File: src/rtl/snan_quiet_pkg.sv
// Package: shared field widths and the class code encoding for the
// signaling NaN unit. Assumes an IEEE 754 binary64 layout by default.
package snan_quiet_pkg;
    localparam int EXP_W  = 11;
    localparam int FRAC_W = 52;
    localparam int WORD_W = 1 + EXP_W + FRAC_W;

    typedef enum logic [2:0] {
        CLS_ZERO = 3'd0,
        CLS_SUBN = 3'd1,
        CLS_NORM = 3'd2,
        CLS_INF  = 3'd3,
        CLS_QNAN = 3'd4,
        CLS_SNAN = 3'd5
    } fp_class_e;
endpackage

File: src/rtl/fp_classifier.sv
// Module: fp_classifier
// Purely combinational. Splits an operand into its exponent and fraction
// fields and produces its class code and a signaling flag.
// Assumes the quiet-indicator bit is the top fraction bit.
module fp_classifier
    import snan_quiet_pkg::*;
#(
    parameter int EW = EXP_W,
    parameter int FW = FRAC_W,
    localparam int W = 1 + EW + FW
) (
    input  logic [W-1:0] word_i,
    input  logic         mode_2008_i,
    output fp_class_e    class_o,
    output logic         snan_o
);
    logic [EW-1:0] exp_f;
    logic [FW-1:0] frac_f;
    logic          exp_ones, exp_zero, frac_nz, qbit;

    // Field extraction and summary terms.
    always_comb begin
        exp_f    = word_i[W-2 -: EW];
        frac_f   = word_i[FW-1:0];
        exp_ones = &exp_f;
        exp_zero = ~|exp_f;
        frac_nz  = |frac_f;
        qbit     = frac_f[FW-1];
    end

    // Class decode; the top fraction bit and the mode decide signaling.
    always_comb begin
        snan_o = 1'b0;
        if (exp_zero)
            class_o = frac_nz ? CLS_SUBN : CLS_ZERO;
        else if (!exp_ones)
            class_o = CLS_NORM;
        else if (!frac_nz)
            class_o = CLS_INF;
        else if (qbit ^ mode_2008_i) begin
            class_o = CLS_SNAN;
            snan_o  = 1'b1;
        end else
            class_o = CLS_QNAN;
    end
endmodule

File: src/rtl/nan_quieter.sv
// Module: nan_quieter
// Purely combinational. Forms the quiet form of an operand, assuming the
// caller already knows that the operand is a signaling NaN. Sign,
// exponent and the remaining payload bits are kept as they are.
module nan_quieter
    import snan_quiet_pkg::*;
#(
    parameter int EW = EXP_W,
    parameter int FW = FRAC_W,
    localparam int W = 1 + EW + FW
) (
    input  logic [W-1:0] word_i,
    input  logic         mode_2008_i,
    output logic [W-1:0] quiet_o
);
    logic [FW-1:0] frac_new;

    // Set the quiet bit (newer convention), or clear it and keep the value a NaN (legacy).
    always_comb begin
        frac_new = word_i[FW-1:0];
        if (mode_2008_i) begin
            frac_new[FW-1] = 1'b1;
        end else begin
            frac_new[FW-1] = 1'b0;
            if (frac_new == '0)
                frac_new[FW-2] = 1'b1;
        end
        quiet_o = {word_i[W-1:FW], frac_new};
    end
endmodule

File: src/rtl/snan_quiet_unit.sv
// Module: snan_quiet_unit (top)
// Classifies a strobed double and quiets signaling NaNs under a
// per-operand NaN convention. All outputs are registered, with a latency
// of one cycle. Assumes a synchronous active-low reset.
module snan_quiet_unit
    import snan_quiet_pkg::*;
#(
    parameter int EW = EXP_W,
    parameter int FW = FRAC_W,
    localparam int W = 1 + EW + FW
) (
    input  logic         clk,
    input  logic         rst_n,
    input  logic         in_valid,
    input  logic [W-1:0] op_in,
    input  logic         mode_2008,
    output logic         out_valid,
    output logic [2:0]   class_out,
    output logic [W-1:0] result_out,
    output logic         invalid_out
);
    fp_class_e    cls_c;
    logic         snan_c;
    logic [W-1:0] quiet_c;

    fp_classifier #(.EW(EW), .FW(FW)) u_cls (
        .word_i      (op_in),
        .mode_2008_i (mode_2008),
        .class_o     (cls_c),
        .snan_o      (snan_c)
    );

    nan_quieter #(.EW(EW), .FW(FW)) u_qt (
        .word_i      (op_in),
        .mode_2008_i (mode_2008),
        .quiet_o     (quiet_c)
    );

    // Output register: capture on a strobe, otherwise hold the data and drop valid and flag.
    always_ff @(posedge clk) begin
        if (!rst_n) begin
            out_valid   <= 1'b0;
            invalid_out <= 1'b0;
            class_out   <= '0;
            result_out  <= '0;
        end else begin
            out_valid   <= in_valid;
            invalid_out <= in_valid & snan_c;
            if (in_valid) begin
                class_out  <= cls_c;
                result_out <= snan_c ? quiet_c : op_in;
            end
        end
    end

    AST_FLAG_NEEDS_VALID: assert property (@(posedge clk) disable iff (!rst_n)
        invalid_out |-> out_valid);
    AST_ONE_CYCLE_LATENCY: assert property (@(posedge clk) disable iff (!rst_n)
        in_valid |=> out_valid);
    AST_QUIETED_IS_NAN: assert property (@(posedge clk) disable iff (!rst_n)
        invalid_out |-> ((&result_out[W-2 -: EW]) && (|result_out[FW-1:0])));
    AST_QBIT_MATCHES_MODE: assert property (@(posedge clk) disable iff (!rst_n)
        (in_valid && snan_c) |=> (result_out[FW-1] == $past(mode_2008)));
    AST_SIGN_KEPT: assert property (@(posedge clk) disable iff (!rst_n)
        in_valid |=> (result_out[W-1] == $past(op_in[W-1])));
endmodule

File: config.mk
export PLATFORM = sky130hd
export DESIGN_NAME = snan_quiet_unit
export DESIGN_NICKNAME = d
export VERILOG_FILES = /design/src/rtl/snan_quiet_pkg.sv /design/src/rtl/fp_classifier.sv /design/src/rtl/nan_quieter.sv /design/src/rtl/snan_quiet_unit.sv
export SDC_FILE = /design/constraint.sdc
export NUM_CORES = 1
export LEC_CHECK = 0
export BUFFER_PORTS_ARGS = -buffer_cell sky130_fd_sc_hd__buf_2
export CORE_UTILIZATION = 30
export DETAILED_ROUTE_END_ITERATION = 8
export PLACE_DENSITY_LB_ADDON = 0.12
export RECOVER_POWER = 25
export SYNTH_ARGS = -nofsm -noshare
export SYNTH_HDL_FRONTEND = slang
export SYNTH_SLANG_ARGS = --single-unit
File: constraint.sdc
create_clock -name clk -period 3.7 [get_ports clk]
set_input_delay 0.185 -clock clk [delete_from_list [all_inputs] [get_ports clk]]
set_output_delay 0.185 -clock clk [all_outputs]
set_load 0.01 [all_outputs]
Word-level counts from Yosys, hierarchy flattened:

Index checks and enable logic that the tools add are counted.

* register bits after elaboration: 69
* output and inout port bits: 69
* word-level logic and storage cells: 23

* bitwise logic cells: 2
* muxes and demuxes: 13
* reduce and logical (&&, ||, !) cells: 4

Operators with widths (number)
* two-way mux 52 bit: 1
* OR reduction 52 bit: 1
* zero test 51 bit: 1
* AND reduction 11 bit: 1
* OR reduction 11 bit: 1
* two-way mux 1 bit: 9
* two-way mux 3 bit: 3
* bitwise AND 1 bit: 1
* bitwise XOR 1 bit: 1

Longest topological paths before layout:

Gate-level depths: netlist of run 1.

* depth after elaboration: 6
* depth in mapped cells: 6

Hierarchy:

From an unflattened synthesis of run 1, not the netlist that was laid out.

* cells, all modules: 413
* area, all modules: 3781.1 um^2

By module, submodules not included
* snan_quiet_unit: cells each 297, times used 1, seq. area each 1381.3 um^2, area each 2945.3 um^2
* nan_quieter: cells each 82, times used 1, seq. area each 0.0 um^2, area each 600.6 um^2
* fp_classifier: cells each 34, times used 1, seq. area each 0.0 um^2, area each 235.2 um^2

Least setup slack after synthesis of run 1:

No wires, ideal clock.

* path type: input-to-reg
* from: input port op_in[27]
* to: register class_out[2]
* cell stages on the path: 5
* path buffers: 0
* data arrival time: 1.253 ns
* data required time: 3.585 ns
* setup time: 0.115 ns
* path slack: 2.332 ns
* cells stage by stage: nor4_1 nand4_1 nor4_4 nor2_1 o21a_1

* longest elaborated chain between the ends: 4

RTL lines
* start, declared: RTL line snan_quiet_unit.sv:15 `input logic [W-1:0] op_in,`
* OR reduction 52 bit: RTL line fp_classifier.sv:27 `frac_nz = |frac_f;`
* two-way mux 3 bit: RTL line fp_classifier.sv:38 `else if (!frac_nz)`
* two-way mux 3 bit: RTL line fp_classifier.sv:36 `else if (!exp_ones)`
* two-way mux 3 bit: RTL line fp_classifier.sv:34 `if (exp_zero)`
* end signal, assigned: RTL line snan_quiet_unit.sv:50 `class_out <= cls_c;`
* end, declared: RTL line snan_quiet_unit.sv:18 `output logic [2:0] class_out,`

Every way passes these cells.
A chain may end at the register's enable or synchronous reset.

==> results of run 1 <==
[cell type report]
type / instances / area, sq um
Fill cell: 911 / 5116
Sequential cell: 69 / 1381
Multi-Input combinational cell: 175 / 1344
Timing Repair Buffer: 138 / 681.9
Clock buffer: 12 / 155.1
Tap cell: 108 / 135.1
Clock inverter: 4 / 70.07
Inverter: 2 / 7.507
[kinds of logic after synthesis]
logic type             synth area share, %
XOR/XNOR                            0.3133
flip-flops                           49.40
buffers and inverters                2.550
AND/OR/NAND/NOR                      23.27
AO/OA/AOI/OAI                        1.924
multiplexers                         22.55
[state kept, by name, summed over array words and instances, names as in the netlist]
signal       cells
class_out        3
invalid_out      1
out_valid        1
result_out      64
[report_power, final]
group / total (uW) / internal (uW) / leakage (uW) / switching [uW]
combinational: 225 / 110 / 0.00114 / 115
clock: 695 / 415 / 0.000116 / 281
sequential: 805 / 785 / 0.000570 / 19.7
total: 1730 / 1310 / 0.00183 / 415
[critical path: stages]
cell,delay (ns)
clkbuf_2,1.19
buf_4,0.50
mux2i_1,0.25
nor2b_1,0.06
[path summary, 6_finish.rpt]
| kind | startpoint | end | cells past startpoint |
|---|---|---|---|
| min reg2reg | result_out[51] | result_out[51] | 2 |
| max reg2reg | class_out[2] | class_out[2] | 2 |
| max | in_valid | result_out[34] | 4 |
| min | op_in[63] | result_out[63] | 3 |
[stage by stage]
stage | cells | hold WS [ns]
finish | 508 | 0.1092
global route | 508 | 0.09480
CTS | 508 | 0.09263
detailed placement | 492 | 0.4594
global placement | 492 | 0.4508
floorplan | 261 | 0.3545
[routing by layer]
layer | vias up | global-route usage, % | share of wire, %
met2 | 92 | 23.56 | 44
met5 | - | 0 | 0
met3 | 7 | 6.525 | 8.5
li1 | 1175 | - | -
met1 | 1037 | 19.31 | 47
met4 | 0 | 4.478 | 0.93
[Yosys cell counts, types with 2 or more instances]
library cell	number	area share, %
buf_2	6	1.1
clkbuf_1	9	1.2
dfxtp_1	69	49
inv_1	2	0.27
mux2i_1	63	23
nand2_1	5	0.67
nand3_1	4	0.72
nand3b_1	4	1.1
nand4_1	3	0.67
nor2b_1	64	14
nor3_1	5	0.89
nor4_1	14	3.1
==> reports/results.ini, run 1 <==
[placed_design]
place.detailed.hpwl_um=5158
globalplace.congestion=0.7005
pre_cts_ws_ns=1.739
place_area_sq_um=3566
port_buffers=136

[power_and_ir_drop]
p_total_uw=1725
power_density_nw_per_um2=457.0
vdd_ir_drop_max_uv=254.5
power_leakage_uw=0.001830

[layout]
final_cell_area_sq_um=3775
area.growth.synth_to_final_pct=34.99
final_layout_size_suffix_gt1_share_pct=36.25
antenna_cells=0
final_util_pct=42.46
final_net_count=463
layout_commonest_cell=buf_2
layout_common_cells=buf_2 (124), dfxtp_1 (69), nor2b_1 (64)

[clocking]
insertion_delay_ns=0.33
path_clk_slew_ns=0.07
cts_buffers=9
cts_max_level=3
cts_tree=done
cts_resized=0
root_buffer=clkbuf_8
hold_buffers=0
cts_sinks=69
cts_buffer_depth=2
post_cts_buffers=0

[floorplanning]
die_y_um=98.55
coreArea_sq_um=8891
dieArea_sq_um=9711
die_w_um=98.55
ios=137
fp-row-count=34
start_util_pct=31.45

[synthesis]
synthCells=261
ys_ff_latch=69
synth_edf_count=0
synth_nets=329
synth_cell_type_count=25
syn_area_per_cell_sq_um=10.71
seq_area_frac_synth_pct=49.40
async_flop_share_pct=0
synth_flop_cell=dfxtp_1
synth_area_sq_um=2796
ys_warn_count=0

[worst_setup_path]
end_kind=register
cp-start-kind=input pin
r2r_setup_slack_ns=2.93
worstPathMaxFanout=54
worstPathRequired_ns=3.93
critPathKind=in2reg
cp.arrival_ns=2.22

[sta]
post-route-min-period_ns=1.986
fin_ws_ns=1.714
fin_tns_setup_ns=0
setup_viol=0
tightestPinTransition_ns=1.670
fin_skew_ns=0
hold_viol=0
rsz0062_at_grt=false
fmax_mhz=503.6
slew_viol_final=55
fin_crit_sh_pct=53.67
maxSlewHeadroom_pct=-11.34

[global_routing]
antenna_found_initial=0
grt_max_degree=55
gr-usage-all-layers_pct=15.24
grt_pass1_vias=2178
overflow=0
grt_pass1_wl_um=11390

[routing]
routed_wl_um=7104
firstDrtPassIters=6
antenna_left=0
drc_errors=10
drt_iter0_drc=57
wl_per_cell_um=13.98
vias=2311
viasPerCell=4.549

[run]
cap_violations=1

[worst_hold_path]
hp-class=in2reg

[run_status]
violations=DRC, capacitance limit, slew limit
status=finished, violations left

Note: power is estimated with default switching activity, not from simulation.
==> run 2: changes to the inputs <==
--- a/config.mk
+++ b/config.mk
@@ -5,6 +5,7 @@
 export SDC_FILE = /design/constraint.sdc
 export NUM_CORES = 1
 export LEC_CHECK = 0
+export ABC_AREA = 1
 export BUFFER_PORTS_ARGS = -buffer_cell sky130_fd_sc_hd__buf_2
 export CORE_UTILIZATION = 30
 export DETAILED_ROUTE_END_ITERATION = 8
==> constraint.sdc (replaced) <==
create_clock -name clk -period 1.9 [get_ports clk]
set_input_delay 0.095 -clock clk [delete_from_list [all_inputs] [get_ports clk]]
set_output_delay 0.095 -clock clk [all_outputs]
set_load 0.01 [all_outputs]
==> run 2 against run 1 <==
The run now ends clean. Core utilization grew 6.2 points. Critical endpoint is now result_out[51]. Largest power group unchanged. Global-route usage up 2.6 points. Setup slack worse by 1.3 ns.
==> reports/results.ini, run 2 <==
[clocking]
cts_buffer_depth=2
cts_tree=done
cts_resized=0
root_buffer=clkbuf_8
cts_sinks=69
cts_max_level=3
post_cts_buffers=0
insertion_delay_ns=0.33
path_clk_slew_ns=0.07
cts_buffers=9

[synthesis]
yosysTopAreaCellShare_pct=50.83
synth_edf_count=0
async_flop_share_pct=0
ys_warn_count=0
ys_ff_latch=69
synth_cell_type_count=25
syn_area_per_cell_sq_um=7.305
synth_area_sq_um=2718
yosysTopAreaCell=dfxtp_1
synthTopCellsByArea=dfxtp_1 (51%), nor2_1 (22%), o21ai_0 (12%)
synth_flop_cell=dfxtp_1
yosysMostFrequentCell=nor2_1
synthTopCellsByCount=nor2_1 (160), dfxtp_1 (69), o21ai_0 (64)
synth_nets=440
seq_area_frac_synth_pct=50.83
synthCells=372

[worst_hold_path]
min_from=op_in[52]
hp-class=in2reg
worstHoldEndpoint=result_out[52]
worstHoldPathCells=3

[placed_design]
place.detailed.hpwl_um=5213
port_buffers=136
place_inst=600
globalplace.congestion=0.7297

[worst_setup_path]
worstPathMaxFanout=7
cp.arrival_ns=1.77
reg2regPathDepth=2
worstReg2RegStart=result_out[54]
end_kind=register
r2r_setup_slack_ns=1.23
worstPathRequired_ns=2.17
cp-start-kind=input pin
critPathKind=in2reg
r2r-end=result_out[54]

[global_routing]
grt_pass1_wl_um=13510
overflow=0
antenna_found_initial=0
gr-usage-all-layers_pct=17.83
grt_pass1_vias=2932
grt_max_degree=68

[floorplanning]
die_w_um=97.18
dieArea_sq_um=9443
ios=137
die_y_um=97.18
start_util_pct=31.01
fp-row-count=34
coreArea_sq_um=8763

[layout]
antenna_cells=0
n_fill_cell=873
instances_no_fill=667
largest-register=result_out
final_layout_size_suffix_gt1_share_pct=30.05
largest_reg_flops=64
layout_commonest_cell=nor2_1
final_net_count=622
area.growth.synth_to_final_pct=56.77
reg.largest.list=result_out (64), class_out (3)
layout_common_cells=nor2_1 (160), buf_2 (135), dfxtp_1 (69)

[routing]
drc_errors=0
antenna_left=0
routed_wl_um=8164
viasPerCell=4.477
wl_per_cell_um=12.24
vias=2986
drt_iter0_drc=77
firstDrtPassIters=4

[power_and_ir_drop]
power_leakage_uw=0.002056
clock_power_share_pct=41.6
netSwitchingFraction_pct=24.43
internal_power_uw=2747
p_switching_uw=888.2
comb_power_share_pct=14.9
power_density_nw_per_um2=853.3
vdd_ir_drop_max_uv=356.6
p_seq_share_pct=43.5

[sta]
setup_viol=0
slew_viol_final=0
maxSlewHeadroom_pct=19.53
tightestPinTransition_ns=1.207
hold_viol=0
fmax_mhz=669.4
fin_skew_ns=0
post-route-min-period_ns=1.494
fin_crit_sh_pct=78.63
fin_tns_setup_ns=0
rsz0062_at_grt=false

[run]
cap_violations=0

[run_status]
status=finished, final reports clean

## run 2: cell count changes after synthesis, moves of 4 or more
cell	before	now
nand2_1	5	23
nor2b_1	64	0
nand3b_1	4	0
nor4_1	14	2
nor2_1	1	160
clkbuf_1	9	13
o21ai_0	1	64
mux2i_1	63	0
## run 2: logic make-up (layout without fill, tap and decap cells)
group	after synthesis	in the layout	share of synthesized area, %
simple gates	205	205	31.31
compound gates	70	70	13.03
buf+inv	27	214	4.512
flops	69	69	50.83
xor+xnor	1	1	0.3223
## run 2: area by class of cell
type | instances | area (sq um) | area share [%]
Tap cell | 108 | 135.1 | 3.172
Clock inverter | 5 | 106.4 | 2.496
Timing Repair Buffer | 192 | 1250 | 29.34
Multi-Input combinational cell | 276 | 1214 | 28.49
Clock buffer | 11 | 151.4 | 3.554
Sequential cell | 69 | 1381 | 32.42
Inverter | 6 | 22.52 | 0.5286
## run 2: through the flow
step | util (%) | hold WS, ns | total power (uW) | setup slack, ns | instance area, sq um
after global placement | 39.89 | 0.3177 | 2076 | 0.6179 | 3496
after detailed placement | 39.89 | 0.3291 | 2078 | 0.6183 | 3496
after global routing | 48.62 | 0.02056 | 3819 | 0.2645 | 4260
final | 48.62 | 0.02457 | 3635 | 0.4061 | 4260
after CTS | 48.66 | 0.001792 | 3688 | 0.4282 | 4264
after floorplan | - | 0.2299 | 1844 | 0.9620 | 2718
## run 2: power groups by stage
stage,Clock [uW],Sequential [uW],Combinational [uW]
2_1_floorplan,0,1660,180
3_3_place_gp,0,1610,462
3_5_place_dp,0,1620,463
4_1_cts,1560,1580,544
5_1_grt,1620,1590,603
6_report,1510,1580,540
## run 2: worst max-delay path: stages
cell and delay [ns]:
dlygate4sd3_1 0.54, buf_2 0.13, nor2_1 0.13, nand2_1 0.07
nor2_1 0.11, nand2_1 0.11, nor2_2 0.17, nand2_4 0.09
nand3_1 0.09, nand3_2 0.08, a21oi_2 0.15
## run 2: worst max-delay path by stage
stage	from	end	slack [ns]	cells after the start
after CTS	op_in[26]	result_out[51]	0.43	11
final	op_in[26]	result_out[51]	0.41	11
after detailed placement	op_in[26]	result_out[51]	0.62	10
after global placement	op_in[26]	result_out[51]	0.62	10
after global routing	op_in[8]	result_out[51]	0.26	11
after floorplan	op_in[48]	result_out[51]	0.96	8
## run 2: what timing repair did
item / in CTS / in global routing
setup endpoints to repair: 0 / 0
hold buffers: 51 / 0
hold endpoints to repair: 51 / 0
## run 2: layer usage
| metal | track usage, % | routed length [um] | part of all wire [%] |
|---|---|---|---|
| met1 | 20.67 | 3577 | 44 |
| met2 | 29.85 | 3928 | 48 |
| met3 | 5.108 | 405 | 5.0 |
| met4 | 9.070 | 252 | 3.1 |
| met5 | 0 | 0 | 0 |
==> run 3: changes to the inputs <==
--- a/config.mk
+++ b/config.mk
@@ -5,7 +5,7 @@
 export SDC_FILE = /design/constraint.sdc
 export NUM_CORES = 1
 export LEC_CHECK = 0
-export ABC_AREA = 1
+export ABC_AREA = 0
 export BUFFER_PORTS_ARGS = -buffer_cell sky130_fd_sc_hd__buf_2
 export CORE_UTILIZATION = 30
 export DETAILED_ROUTE_END_ITERATION = 8
==> constraint.sdc (replaced) <==
create_clock -name clk -period 1.2 [get_ports clk]
set_input_delay 0.06 -clock clk [delete_from_list [all_inputs] [get_ports clk]]
set_output_delay 0.06 -clock clk [all_outputs]
set_load 0.01 [all_outputs]
==> run 3 against run 2 <==
The run now ends with DRC, hold timing left. Global-route usage down 2.2 points. Register-to-register slack worse by 1.2 ns. Sequential power up 57%. Via count down 16%. First-iteration DRC count down 10%. Critical endpoint is now result_out[28].
==> reports/results.ini, run 3 (synthesis results as in run 1) <==
[run_status]
status=finished, violations left
violations=DRC, hold timing

[placed_design]
port_buffers=136
globalplace.congestion=0.7698
pre_cts_ws_ns=-0.4401
place_area_sq_um=3877
place.detailed.hpwl_um=5405

[floorplanning]
die_y_um=98.55
coreArea_sq_um=8891
die_w_um=98.55
start_util_pct=31.45
dieArea_sq_um=9711
fp-row-count=34
ios=137

[worst_hold_path]
hp-class=in2reg

[worst_setup_path]
cp.arrival_ns=1.37
critPathKind=reg2reg
cp-start-kind=register
reg2regPathDepth=3
r2r_setup_slack_ns=0.07
worstPathRequired_ns=1.44
end_kind=register
r2r-end=result_out[28]
worstPathMaxFanout=2
worstReg2RegStart=result_out[28]
critPathLaunch=result_out[28]
endpoint=result_out[28]

[sta]
maxSlewHeadroom_pct=72.72
fmax_mhz=886.5
setup_viol=0
hold_viol=1
fin_skew_ns=0
fin_ws_ns=0.07191
tightestPinTransition_ns=0.4058
hold_ws_ns=-0.01243
post-route-min-period_ns=1.128
rsz0062_at_grt=true
slew_viol_final=0
fin_crit_sh_pct=94.01
fin_tns_setup_ns=0

[global_routing]
grt_max_degree=23
antenna_found_initial=1
grt_pass1_vias=2374
grt_pass1_wl_um=11750
gr-usage-all-layers_pct=15.62
overflow=0

[run]
cap_violations=0

[clocking]
path_clk_slew_ns=0.07
cts_max_level=3
cts_buffers=9
cts_buffer_depth=2
insertion_delay_ns=0.34
cts_sinks=69
cts_tree=done
root_buffer=clkbuf_8

[layout]
final_layout_size_suffix_gt1_share_pct=43.56
largest-register=result_out
layout_common_cells=buf_2 (132), dfxtp_1 (69), nor2b_1 (64)
regArea_sq_um=1381
final_net_count=513
n_fill_cell=854
antenna_cells=0
largest_reg_flops=64
multi_input_area_sq_um=1425
final_cell_area_sq_um=4323
reg.largest.list=result_out (64), class_out (3)
layout_commonest_cell=buf_2
final_util_pct=48.62
area.growth.synth_to_final_pct=54.59

[routing]
firstDrtPassIters=6
drc_errors=10
viasPerCell=4.478
routed_wl_um=7388
vias=2499
antenna_left=0
wl_per_cell_um=13.24
drt_iter0_drc=69

[power_and_ir_drop]
power_density_nw_per_um2=1208
vdd_ir_drop_max_uv=484.0
power_leakage_uw=0.002106

[run 3: changes by cell type in the layout (fill, tap and decap cells not counted), moves of 4 or more]
cell | previous run | this run
nor4_1 | 2 | 6
dlygate4sd3_1 | 51 | 19
nor2_1 | 160 | 1
mux2i_1 | 0 | 63
nor4_4 | 0 | 4
nor2b_1 | 0 | 64
buf_4 | 2 | 31
o21ai_0 | 64 | 1
nand3b_1 | 0 | 4
nor4_2 | 0 | 6
nand2_1 | 23 | 5
[run 3: repair_timing]
action	CTS	global route
gates resized for setup	2	8
endpoints found under the setup margin	1	3
hold buffers	18	1
buffers inserted	0	1
pin swaps	1	6
hold endpoints to repair	18	1
[run 3: worst min-delay path by stage]
stage               startpoint              to  cells past startpoint
global placement     op_in[63]  result_out[63]                      3
detailed placement   op_in[63]  result_out[63]                      3
floorplan            op_in[52]  result_out[52]                      2
global route         op_in[33]  result_out[33]                      3
finish               op_in[49]  result_out[49]                      3
CTS                  op_in[58]  result_out[58]                      3
[run 3: power by group]
group	total [uW]	internal [uW]	leakage, uW	switching (uW)
Clock	1890	1010	0.0000943	883
Sequential	2480	2420	0.000570	60.6
Combinational	848	454	0.00144	393
Total	5220	3880	0.00211	1340
[run 3: per-stage QoR]
| step | hold WS [ns] | total power, uW | std cells |
|---|---|---|---|
| 2_1_floorplan | 0.2295 | 2903 | 261 |
| 3_3_place_gp | 0.3197 | 3317 | 522 |
| 6_report | -0.01243 | 5221 | 558 |
| 5_1_grt | 0.008563 | 5503 | 558 |
| 4_1_cts | 0.001808 | 5281 | 556 |
| 3_5_place_dp | 0.3318 | 3327 | 522 |
[run 3: routing by layer]
layer	vias to the layer above	wire (um)	GRT usage, %	share of wire [%]
met4	2	106	6.200	1.4
li1	1282	-	-	-
met3	11	471	4.539	6.4
met1	1115	3498	20.83	47
met2	89	3299	23.78	45
met5	-	12	0	0.16
[run 3: worst max-delay path: stages (launching register included)]
cell	delay, ns
dfxtp_1	0.31
mux2i_1	0.11
dlygate4sd3_1	0.57
nor2b_1	0.04
[run 3: cell type report]
class | count | share of cell area [%]
Sequential cell | 69 | 31.95
Inverter | 2 | 0.1737
Tap cell | 108 | 3.126
Timing Repair Buffer | 188 | 27.15
Multi-Input combinational cell | 175 | 32.97
Clock inverter | 6 | 1.447
Clock buffer | 10 | 3.184
